==> config.mk <==
export PLATFORM = sky130hd
export DESIGN_NAME = sonar_ring_timer
export DESIGN_NICKNAME = d
export VERILOG_FILES = /design/src/rtl/sonar_pkg.sv /design/src/rtl/sonar_round_ctl.sv /design/src/rtl/sonar_echo_chan.sv /design/src/rtl/sonar_bus_regs.sv /design/src/rtl/sonar_ring_timer.sv
export SDC_FILE = /design/constraint.sdc
export NUM_CORES = 1
export LEC_CHECK = 0
export ABC_AREA = 0
export BUFFER_PORTS_ARGS = -buffer_cell sky130_fd_sc_hd__buf_2
export CORE_MARGIN = 1
export CORE_UTILIZATION = 50
export DETAILED_ROUTE_END_ITERATION = 6
export GPL_TIMING_DRIVEN = 1
export PLACE_DENSITY = 0.79
export SKIP_CTS_REPAIR_TIMING = 1
export SLEW_MARGIN = 20
export SYNTH_ARGS = -nofsm -noshare
export SYNTH_HDL_FRONTEND = slang
export SYNTH_HIERARCHICAL = 1
export SYNTH_SLANG_ARGS = --single-unit
export TNS_END_PERCENT = 20
==> constraint.sdc <==
create_clock -name clk -period 8.01 [get_ports clk]
set_input_delay 0.801 -clock clk [delete_from_list [all_inputs] [get_ports clk]]
set_output_delay 0.801 -clock clk [all_outputs]
set_load 0.005 [all_outputs]
==> src/rtl/sonar_pkg.sv <==
package sonar_pkg;
  // Round state of the measurement controller
  typedef enum logic [1:0] {
    ST_WAIT = 2'd0,   // counting toward the first trigger, or idle when interval is 0
    ST_TRIG = 2'd1,   // trigger output high
    ST_MEAS = 2'd2    // echoes being timed
  } sonar_state_e;

  localparam int unsigned ADDR_DEC_W = 4;   // decoded address bits
  localparam int unsigned RESULT_W   = 16;  // bytes-on-bus width of one result
endpackage

==> src/rtl/sonar_round_ctl.sv <==
module sonar_round_ctl
  import sonar_pkg::*;
#(
  parameter int unsigned IVL_W   = 4,
  parameter int unsigned TRIG_US = 10
) (
  input  logic             clk,
  input  logic             rst_n,
  input  logic             ivl_wr_i,
  input  logic [IVL_W-1:0] ivl_din_i,
  input  logic             tick_us_i,
  input  logic             tick_10ms_i,
  output logic [IVL_W-1:0] ivl_o,
  output logic             trig_o,
  output logic             meas_o,
  output logic             start_o,
  output logic             publish_o
);
  localparam int unsigned TC_W = $clog2(TRIG_US) + 1;

  sonar_state_e     state_q, state_d;
  logic [IVL_W-1:0] ivl_q, ivl_d;
  logic [IVL_W-1:0] c10_q, c10_d;
  logic [TC_W-1:0]  tc_q, tc_d;
  logic             ivl_on;
  logic             expire;

  assign ivl_on = (ivl_q != '0);
  assign expire = tick_10ms_i && ivl_on && (c10_q == ivl_q - 1'b1);

  always_comb begin
    state_d   = state_q;
    ivl_d     = ivl_q;
    c10_d     = c10_q;
    tc_d      = tc_q;
    start_o   = 1'b0;
    publish_o = 1'b0;
    if (ivl_wr_i) begin
      ivl_d   = ivl_din_i;
      state_d = ST_WAIT;
      c10_d   = '0;
      tc_d    = '0;
    end else if (expire) begin
      start_o   = 1'b1;
      publish_o = (state_q != ST_WAIT);
      state_d   = ST_TRIG;
      c10_d     = '0;
      tc_d      = '0;
    end else begin
      if (tick_10ms_i && ivl_on) c10_d = c10_q + 1'b1;
      if (state_q == ST_TRIG && tick_us_i) begin
        if (tc_q == TC_W'(TRIG_US - 1)) state_d = ST_MEAS;
        else                            tc_d    = tc_q + 1'b1;
      end
    end
  end

  always_ff @(posedge clk or negedge rst_n) begin
    if (!rst_n) begin
      state_q <= ST_WAIT;
      ivl_q   <= '0;
      c10_q   <= '0;
      tc_q    <= '0;
    end else begin
      state_q <= state_d;
      ivl_q   <= ivl_d;
      c10_q   <= c10_d;
      tc_q    <= tc_d;
    end
  end

  assign ivl_o  = ivl_q;
  assign trig_o = (state_q == ST_TRIG);
  assign meas_o = (state_q == ST_MEAS);

  // a zero interval keeps the trigger low
  p_idle_quiet_r4: assert property (@(posedge clk) disable iff (!rst_n)
    (ivl_q == '0) |-> !trig_o);
  // the trigger only rises on a 10 ms strobe
  p_trig_rise_r5: assert property (@(posedge clk) disable iff (!rst_n)
    $rose(trig_o) |-> $past(tick_10ms_i));
  // the trigger only falls on a microsecond strobe or an interval write
  p_trig_fall_r5: assert property (@(posedge clk) disable iff (!rst_n)
    $fell(trig_o) |-> $past(tick_us_i || ivl_wr_i));
endmodule

==> src/rtl/sonar_echo_chan.sv <==
module sonar_echo_chan #(
  parameter int unsigned CNT_W       = 16,
  parameter int unsigned SYNC_STAGES = 2
) (
  input  logic             clk,
  input  logic             rst_n,
  input  logic             echo_i,
  input  logic             tick_us_i,
  input  logic             meas_i,
  input  logic             clr_i,
  output logic [CNT_W-1:0] count_o
);
  localparam logic [CNT_W-1:0] CNT_MAX = '1;

  logic [SYNC_STAGES-1:0] sync_q;
  logic                   echo_s;
  logic [CNT_W-1:0]       cnt_q, cnt_d;
  logic                   seen_q, seen_d;
  logic                   done_q, done_d;

  always_ff @(posedge clk or negedge rst_n) begin
    if (!rst_n) sync_q <= '0;
    else        sync_q <= {sync_q[SYNC_STAGES-2:0], echo_i};
  end
  assign echo_s = sync_q[SYNC_STAGES-1];

  always_comb begin
    cnt_d  = cnt_q;
    seen_d = seen_q;
    done_d = done_q;
    if (clr_i) begin
      cnt_d  = '0;
      seen_d = 1'b0;
      done_d = 1'b0;
    end else if (meas_i && !done_q) begin
      if (echo_s) begin
        seen_d = 1'b1;
        if (tick_us_i && cnt_q != CNT_MAX) cnt_d = cnt_q + 1'b1;
      end else if (seen_q) begin
        done_d = 1'b1;
      end
    end
  end

  always_ff @(posedge clk or negedge rst_n) begin
    if (!rst_n) begin
      cnt_q  <= '0;
      seen_q <= 1'b0;
      done_q <= 1'b0;
    end else begin
      cnt_q  <= cnt_d;
      seen_q <= seen_d;
      done_q <= done_d;
    end
  end

  assign count_o = cnt_q;

  // a saturated count stays saturated until the next round
  p_sat_hold_r8: assert property (@(posedge clk) disable iff (!rst_n)
    (cnt_q == CNT_MAX && !clr_i) |=> (cnt_q == CNT_MAX));
  // once the echo has fallen the count is frozen for the round
  p_done_freeze_r7: assert property (@(posedge clk) disable iff (!rst_n)
    (done_q && !clr_i) |=> $stable(cnt_q));
  // nothing is counted outside the measuring phase
  p_meas_only_r7: assert property (@(posedge clk) disable iff (!rst_n)
    (!meas_i && !clr_i) |=> $stable(cnt_q));
endmodule

==> src/rtl/sonar_bus_regs.sv <==
module sonar_bus_regs
  import sonar_pkg::*;
#(
  parameter int unsigned CHANNELS = 7,
  parameter int unsigned CNT_W    = 16,
  parameter int unsigned IVL_W    = 4
) (
  input  logic                            clk,
  input  logic                            rst_n,
  input  logic                            sel_i,
  input  logic                            regacc_i,
  input  logic                            we_i,
  input  logic [ADDR_DEC_W-1:0]           addr_i,
  input  logic [7:0]                      din_i,
  input  logic [IVL_W-1:0]                ivl_i,
  input  logic                            publish_i,
  input  logic [CHANNELS-1:0][CNT_W-1:0]  counts_i,
  output logic                            ivl_wr_o,
  output logic [7:0]                      dout_o,
  output logic                            ack_o,
  output logic                            stall_o
);
  localparam int unsigned RES_BYTES = CHANNELS * 2;
  localparam int unsigned IVL_ADDR  = RES_BYTES;

  logic [CHANNELS-1:0][CNT_W-1:0] res_q;
  logic                           ready_q, ready_d;
  logic                           rd_last;
  logic [RESULT_W-1:0]            wide;
  logic [7:0]                     rdata;

  assign ivl_wr_o = sel_i && regacc_i && we_i && (addr_i == ADDR_DEC_W'(IVL_ADDR));
  assign rd_last  = sel_i && regacc_i && !we_i && (addr_i == ADDR_DEC_W'(RES_BYTES - 1));

  for (genvar g = 0; g < CHANNELS; g++) begin : g_res
    always_ff @(posedge clk or negedge rst_n) begin
      if (!rst_n)         res_q[g] <= '0;
      else if (publish_i) res_q[g] <= counts_i[g];
    end
  end

  always_comb begin
    ready_d = ready_q;
    if (rd_last)   ready_d = 1'b0;
    if (publish_i) ready_d = 1'b1;
  end

  always_ff @(posedge clk or negedge rst_n) begin
    if (!rst_n) ready_q <= 1'b0;
    else        ready_q <= ready_d;
  end

  always_comb begin
    wide = '0;
    for (int n = 0; n < CHANNELS; n++) begin
      if (addr_i[ADDR_DEC_W-1:1] == (ADDR_DEC_W-1)'(n)) wide = RESULT_W'(res_q[n]);
    end
    rdata = 8'h00;
    if (addr_i < ADDR_DEC_W'(RES_BYTES)) rdata = addr_i[0] ? wide[7:0] : wide[15:8];
    else if (addr_i == ADDR_DEC_W'(IVL_ADDR)) rdata = 8'(ivl_i);
  end

  always_comb begin
    if (!sel_i)        dout_o = din_i;
    else if (regacc_i) dout_o = rdata;
    else               dout_o = ready_q ? 8'(RES_BYTES) : 8'h00;
  end

  assign ack_o   = sel_i && regacc_i;
  assign stall_o = 1'b0;

  // the ready flag only sets when a round publishes
  p_ready_rise_r10: assert property (@(posedge clk) disable iff (!rst_n)
    $rose(ready_q) |-> $past(publish_i));
  // the ready flag only clears on a read of the last result byte
  p_ready_fall_r11: assert property (@(posedge clk) disable iff (!rst_n)
    $fell(ready_q) |-> $past(rd_last));
endmodule

==> src/rtl/sonar_ring_timer.sv <==
module sonar_ring_timer
  import sonar_pkg::*;
#(
  parameter int unsigned CHANNELS    = 7,
  parameter int unsigned CNT_W       = 16,
  parameter int unsigned IVL_W       = 4,
  parameter int unsigned TRIG_US     = 10,
  parameter int unsigned SYNC_STAGES = 2
) (
  input  logic                clk,
  input  logic                rst_n,
  input  logic                bus_sel,
  input  logic                bus_regacc,
  input  logic                bus_we,
  input  logic [7:0]          bus_addr,
  input  logic [7:0]          bus_din,
  output logic [7:0]          bus_dout,
  output logic                bus_ack,
  output logic                bus_stall,
  input  logic                tick_1us,
  input  logic                tick_10ms,
  output logic                trig_out,
  input  logic [CHANNELS-1:0] echo_in
);
  logic [1:0]                     rst_pipe_q;
  logic                           rst_core_n;
  logic                           ivl_wr;
  logic [IVL_W-1:0]               ivl;
  logic                           meas;
  logic                           start;
  logic                           publish;
  logic [CHANNELS-1:0][CNT_W-1:0] counts;
  logic                           unused_addr_hi;

  // reset asserts at once, releases on the second clock edge
  always_ff @(posedge clk or negedge rst_n) begin
    if (!rst_n) rst_pipe_q <= 2'b00;
    else        rst_pipe_q <= {rst_pipe_q[0], 1'b1};
  end
  assign rst_core_n     = rst_pipe_q[1];
  assign unused_addr_hi = ^bus_addr[7:ADDR_DEC_W];

  sonar_round_ctl #(.IVL_W(IVL_W), .TRIG_US(TRIG_US)) u_ctl (
    .clk         (clk),
    .rst_n       (rst_core_n),
    .ivl_wr_i    (ivl_wr),
    .ivl_din_i   (bus_din[IVL_W-1:0]),
    .tick_us_i   (tick_1us),
    .tick_10ms_i (tick_10ms),
    .ivl_o       (ivl),
    .trig_o      (trig_out),
    .meas_o      (meas),
    .start_o     (start),
    .publish_o   (publish)
  );

  for (genvar c = 0; c < CHANNELS; c++) begin : g_chan
    sonar_echo_chan #(.CNT_W(CNT_W), .SYNC_STAGES(SYNC_STAGES)) u_chan (
      .clk       (clk),
      .rst_n     (rst_core_n),
      .echo_i    (echo_in[c]),
      .tick_us_i (tick_1us),
      .meas_i    (meas),
      .clr_i     (start),
      .count_o   (counts[c])
    );
  end

  sonar_bus_regs #(.CHANNELS(CHANNELS), .CNT_W(CNT_W), .IVL_W(IVL_W)) u_regs (
    .clk       (clk),
    .rst_n     (rst_core_n),
    .sel_i     (bus_sel),
    .regacc_i  (bus_regacc),
    .we_i      (bus_we),
    .addr_i    (bus_addr[ADDR_DEC_W-1:0]),
    .din_i     (bus_din),
    .ivl_i     (ivl),
    .publish_i (publish),
    .counts_i  (counts),
    .ivl_wr_o  (ivl_wr),
    .dout_o    (bus_dout),
    .ack_o     (bus_ack),
    .stall_o   (bus_stall)
  );
endmodule

# Word-level counts from Yosys, hierarchy flattened
# Index checks and enable logic that the tools add are counted.
[classes]
order_cmp = 1
eq_ne = 27
n_mux = 107
addsub = 10
reduce_logical = 88
[op_table]
columns = ["op", "n"]
rows = [
  ["16-bit two-way mux", 35],
  ["16-bit by 1-bit adder with 16-bit output (second input constant)", 7],
  ["16-bit != test (second input constant)", 7],
  ["2-bit nonzero test", 30],
  ["1-bit two-way mux", 55],
  ["3-bit AND reduction", 14],
  ["8-bit two-way mux", 4],
  ["1-bit logical AND", 22],
  ["4-bit two-way mux", 5],
  ["5-bit two-way mux", 4],
  ["2-bit AND reduction", 9],
  ["2-bit != test (second input constant)", 6],
  ["3-bit equality test (second input constant)", 3],
  ["3-bit nonzero test", 3],
  ["4-bit equality test (second input constant)", 2],
  ["1-bit logical NOT", 8],
  ["2-bit two-way mux", 4],
  ["3-bit by 2-bit equality test with 1-bit output (second input constant)", 2],
  ["5-bit by 1-bit adder with 5-bit output (second input constant)", 1],
  ["5-bit by 4-bit equality test with 1-bit output (second input constant)", 1],
  ["4-bit by 1-bit adder with 4-bit output (second input constant)", 1],
  ["4-bit equality test", 1],
  ["4-bit less-than comparator (second input constant)", 1],
  ["4-bit nonzero test", 1],
  ["7 further kinds", 7],
]
[totals]
wordCells = 274
output_inout_bits = 11
input_bits = 30
ff_bits = 270

# Depth between registers and ports, before layout
[depth]
ltp_word = 12
ltp_mapped = 12
ltp_nobuf = 8

# By module
# The synthesis kept the hierarchy.
[modules_own_cells]
columns = ["module", "instances", "seq_area_each_um2", "area_per_inst_um2", "cells_each"]
rows = [
  ["sonar_echo_chan", 7, 500.5, 1149.9, 109],
  ["sonar_bus_regs", 1, 2827.7, 5495.3, 394],
  ["sonar_round_ctl", 1, 375.4, 863.3, 81],
  ["sonar_ring_timer", 1, 50.0, 53.8, 3],
]

# Worst setup path after synthesis
# No wires, ideal clock.
[synth_path]
kind = "in2reg"
startpoint = "in bus_addr[2]"
endpoint = "reg g_chan[0].u_chan.cnt_q[5]"
path_stages = 10
t_required_ns = 7.882
setup_time_ns = 0.128
setup_slack_ns = 4.313
t_arrival_ns = 3.569
n_path_buf = 4
path_cell_list = "buf_2 buf_4 and4b_1 and3_1 clkbuf_1 inv_1 and2_1 clkbuf_1 nor2_1 mux2_1"
[synth_between]
elab_chain_len = 5
elab_cells_between_ends = 8
cone_classes = "1 x eq/ne; 2 x mux; 5 x reduce/logical"
[synth_rtl]
columns = ["item", "line", "source"]
rows = [
  ["from (decl)", "sonar_ring_timer.sv:15", "input logic [7:0] bus_addr,"],
  ["4-bit equality test *", "sonar_bus_regs.sv:32", "assign ivl_wr_o = sel_i && regacc_i && we_i && (addr_i == ADDR_DEC_W'(IVL_ADDR));"],
  ["1-bit logical AND *", "sonar_bus_regs.sv:32", ""],
  ["named net ivl_wr", "sonar_ring_timer.sv:27", "logic ivl_wr;"],
  ["1-bit two-way mux *", "sonar_round_ctl.sv:38", "if (ivl_wr_i) begin"],
  ["named net start", "sonar_ring_timer.sv:30", "logic start;"],
  ["2-bit nonzero test (no line)", "n/a", ""],
  ["3-bit AND reduction (no line)", "n/a", ""],
  ["to (signal assigned)", "sonar_echo_chan.sv:51", "cnt_q <= cnt_d;"],
  ["to (decl)", "sonar_echo_chan.sv:17", "logic [CNT_W-1:0] cnt_q, cnt_d;"],
]
# Mark *: on every way through the listed nets, which the timed path passes. The rest lies on a longest branch.
# A chain may end at the register's enable or synchronous reset.

# Worst setup path in the final report
[layout_path]
startpoint = "reg u_ctl.ivl_q[0], in the netlist u_ctl/ivl_o[0]"
endpoint = "reg g_chan[1].u_chan.cnt_q[11]"
[layout_between]
elab_chain_len = 7
elab_cells_between_ends = 12
cone_classes = "1 x add/sub; 1 x eq/ne; 3 x mux; 7 x reduce/logical"
[layout_rtl]
columns = ["item", "line", "source"]
rows = [
  ["from (decl)", "sonar_round_ctl.sv:22", "logic [IVL_W-1:0] ivl_q, ivl_d;"],
  ["from (signal assigned)", "sonar_round_ctl.sv:66", "ivl_q <= ivl_d;"],
  ["4-bit by 1-bit subtractor with 4-bit output / 4-bit nonzero test (equally long branches)", "sonar_round_ctl.sv:29, sonar_round_ctl.sv:28", ""],
  ["4-bit equality test / 1-bit logical AND (equally long branches)", "sonar_round_ctl.sv:29", "assign expire = tick_10ms_i && ivl_on && (c10_q == ivl_q - 1'b1);"],
  ["1-bit logical AND *", "sonar_round_ctl.sv:29", ""],
  ["1-bit two-way mux *", "sonar_round_ctl.sv:43", "end else if (expire) begin"],
  ["1-bit two-way mux *", "sonar_round_ctl.sv:38", ""],
  ["named net start", "sonar_ring_timer.sv:30", ""],
  ["2-bit nonzero test (no line)", "n/a", ""],
  ["3-bit AND reduction (no line)", "n/a", ""],
  ["to (signal assigned)", "sonar_echo_chan.sv:51", ""],
  ["to (decl)", "sonar_echo_chan.sv:17", ""],
]
# Marks and branches as above.

==> flow_summary.yaml <==
synth:
  ys_types: 76
  ys_warn_count: 6
  synth_edf_count: 0
  synth_area_per_cell_um2: 11.7
  ys_seq_elements: 270
  syn_nets: 1283
  synth_ff_type: "dfrtp_1"
  synthArstFlopShare_pct: 100
  syn-instance-count: 1241
  ys_seq_area_share_pct: 46.7
  synth_area_mm2: 0.0145
critical_path:
  crit_type: "reg2reg"
  cp-start-kind: "flop"
  worstPathMaxFanout: 94
  arrival_ps: 4620
  end_kind: "flop"
  crit_required_ps: 8430
  slowest_stage: "and2_4"
  crit_chain: "inv_1 -> ha_1 -> or3b_2 -> nand2_1 -> nor4_4 -> and2_4 -> buf_4 -> nor2_1 -> mux2_2"
  cpPeakStageDelay_ps: 900
clocking:
  cts_buffers: 29
  clock_latency_ps: 540
  cts_max_level: 1
  numClockSinks: 270
  cts_tree: "yes"
  clock-root-buffer: "clkbuf_16"
  cts.clk_slew.worst_paths_ps: 60
  clockBufferDepth: 3
route:
  drtIter0Drc: 846
  drt-wirelength-per-cell_um: 19.3
  wl_met2_um: 14800
  wl_met1_um: 13800
  drc: 0
  drt-total-wl_um: 31600
  drt-pass1-iter-count: 5
  avgViaCountPerCell: 6.18
  via_count: 10100
  highest_layer: "met4"
  ant_nets: 0
  wl_met3_um: 2240
run_status:
  status: "finished, final reports clean"
timing:
  max_freq_ghz: 0.238
  final_max_slew_viol_count: 0
  relSlewSlack_pct: 34.9
  worst_slack_ps: 3810
  final_hold_viol_count: 0
  period_needed_ps: 4200
  rsz0062_at_grt: "no"
  tightest_slew_ps: 977
  setup_viol: 0
  tns_ps: 0
  period_share_pct: 52.5
  fin_skew_ps: 9.45
layout:
  num_antenna_cells: 0
  fillerInstances: 2369
  seq_area_mm2: 0.00676
  area_growth_syn_to_layout_pct: 7.43
  multi_input_area_mm2: 0.00704
  fin_util_pct: 55.3
  drive_gt1_share_pct: 27.7
  nNetsFinal: 1282
placed_design:
  dp_hpwl_um: 21100
  pre_cts_ws_ps: 3640
  gp_congestion: 0.941
  portBuffers: 35
die:
  num_rows: 61
  initial_core_util_pct: 51.5
  core_area_mm2: 0.0281
  die_w_um: 172
  ios: 41
  die_y_um: 172
  die-area_mm2: 0.0296
global_route:
  overflow: 0
  grt_pass1_vias: 9766
  grt_util_all_layers_pct: 21.8
  grt_first_pass_wirelength_um: 51300
  antenna_found_initial: 1
  grt_max_degree: 95
power:
  vdd_ir_drop_max_mv: 0.178
  powerDensity_mw_per_mm2: 222
  p_leak_uw: 0.00703
worst_hold_path:
  hold_path_class: "in2async"
flow_run:
  maxCapViolCount: 0
## synth_stat cells (14+ instances only)
cell type	n	area [um2]
dfrtp_1	270	6760
mux2_2	158	1780
nor2_1	76	285
a21oi_1	73	365
nor2b_1	56	350
nand2_1	46	173
buf_6	31	349
nand3_1	31	155
mux2i_1	24	240
and4_1	23	201
inv_1	23	86.3
nor3_1	23	115
buf_2	22	110
and3_2	21	158
nand2b_1	21	131
a31oi_1	17	106
o31ai_1	17	128
and3_1	16	100
clkbuf_1	16	60.1
or4_1	15	113
a211oi_2	14	175
a311oi_1	14	123
nor4_1	14	87.6
## worst max-delay path: cells and delay by family, from the launching register on
family	cells	cell delay, ps
mux	1	310
fa+ha+maj	1	200
buf+inv	2	950
flops	1	430
simple gates	5	2100
## registers in the layout, summed over array words and instances (netlist names)
register,flops
g_chan.u_chan/count_o,112
u_ctl/tc_q,5
rst_pipe_q,2
g_chan.u_chan/sync_q,14
g_chan.u_chan/done_q,7
u_ctl/state_q,2
u_ctl/c10_q,4
u_ctl/ivl_o,4
u_regs/ready_q,1
g_chan.u_chan/seen_q,7
u_regs/res_q,112
## metal layers
layer  GRT usage, %  vias up
met3           4.76       53
met2           35.2      310
met4           6.19        0
met1           29.6     5100
li1               -     4662
met5              0        -
## path summary, 6_finish.rpt
kind	from	endpoint	slack, ps	cells after the start
max	u_ctl/ivl_o[0]$_DFFE_PN0P_	g_chan[1].u_chan/count_o[11]$_DFFE_PN0P_	3810	9
min	rst_n	rst_pipe_q[0]$_DFF_PN0_	30	1
max reg2reg	u_ctl/ivl_o[0]$_DFFE_PN0P_	g_chan[1].u_chan/count_o[11]$_DFFE_PN0P_	3810	9
min reg2reg	g_chan[0].u_chan/sync_q[0]$_DFF_PN0_	g_chan[0].u_chan/sync_q[1]$_DFF_PN0_	350	0
max in group asynchronous	rst_pipe_q[1]$_DFF_PN0_	u_regs/res_q[11]$_DFFE_PN0P_	6180	1
min in group clk	g_chan[0].u_chan/sync_q[0]$_DFF_PN0_	g_chan[0].u_chan/sync_q[1]$_DFF_PN0_	350	0
## metrics by stage
stage	instance area, um2	total power (uW)	hold slack, ps	std cells
floorplan	14500	2030	331	1241
global placement	14600	2110	333	1587
detailed placement	14600	2150	335	1587
CTS	15500	3480	9.92	1638
global route	15500	3610	15.5	1638
finish	15500	3450	32.4	1638
## report_power, final
part           internal (uW)  switching, uW
Clock                    764            551
Sequential              1480            118
Combinational            228            304
## cells in the final DEF (no fill, tap or decap), types with 8 or more instances in the layout
cell type,synthesis,layout
a211oi_2,14,14
a21oi_1,73,73
a311oi_1,14,14
a31oi_1,17,17
and3_1,16,16
and3_2,21,21
and4_1,23,23
and4b_1,8,8
buf_2,22,35
clkbuf_16,0,29
clkinv_2,0,8
dfrtp_1,270,269
ha_1,12,12
inv_1,23,23
mux2_2,158,158
mux2i_1,24,24
mux4_1,9,9
nand2_1,46,46
nand2b_1,21,21
nand3_1,31,31
nand3b_1,9,9
nand4_1,9,9
nand4b_1,11,11
nor2_1,76,76
nor2b_1,56,56
nor3_1,23,23
nor4_1,14,14
nor4b_1,8,8
o2111ai_1,8,8
o21ai_0,12,12
o31ai_1,17,17
o41ai_1,8,8
or4_1,15,15
## cells by family after synthesis
group	Yosys count	synth area share [%]
other cells	2	0.0519
flops	270	46.7
fa+ha+maj	12	1.04
mux	200	16.5
xor+xnor	12	0.727
buf+inv	98	4.65
compound gates	211	10.7
simple gates	436	19.7
## layout make-up
cell class	count	area share (%)
sequential	270	43.5
inverter	24	0.580
clock buffer	34	5.05
timing repair buffer	42	1.47
clock inverter	17	1.01
tap	378	3.04
multi-input combinational	873	45.3
(Power assumes the default switching activity.)
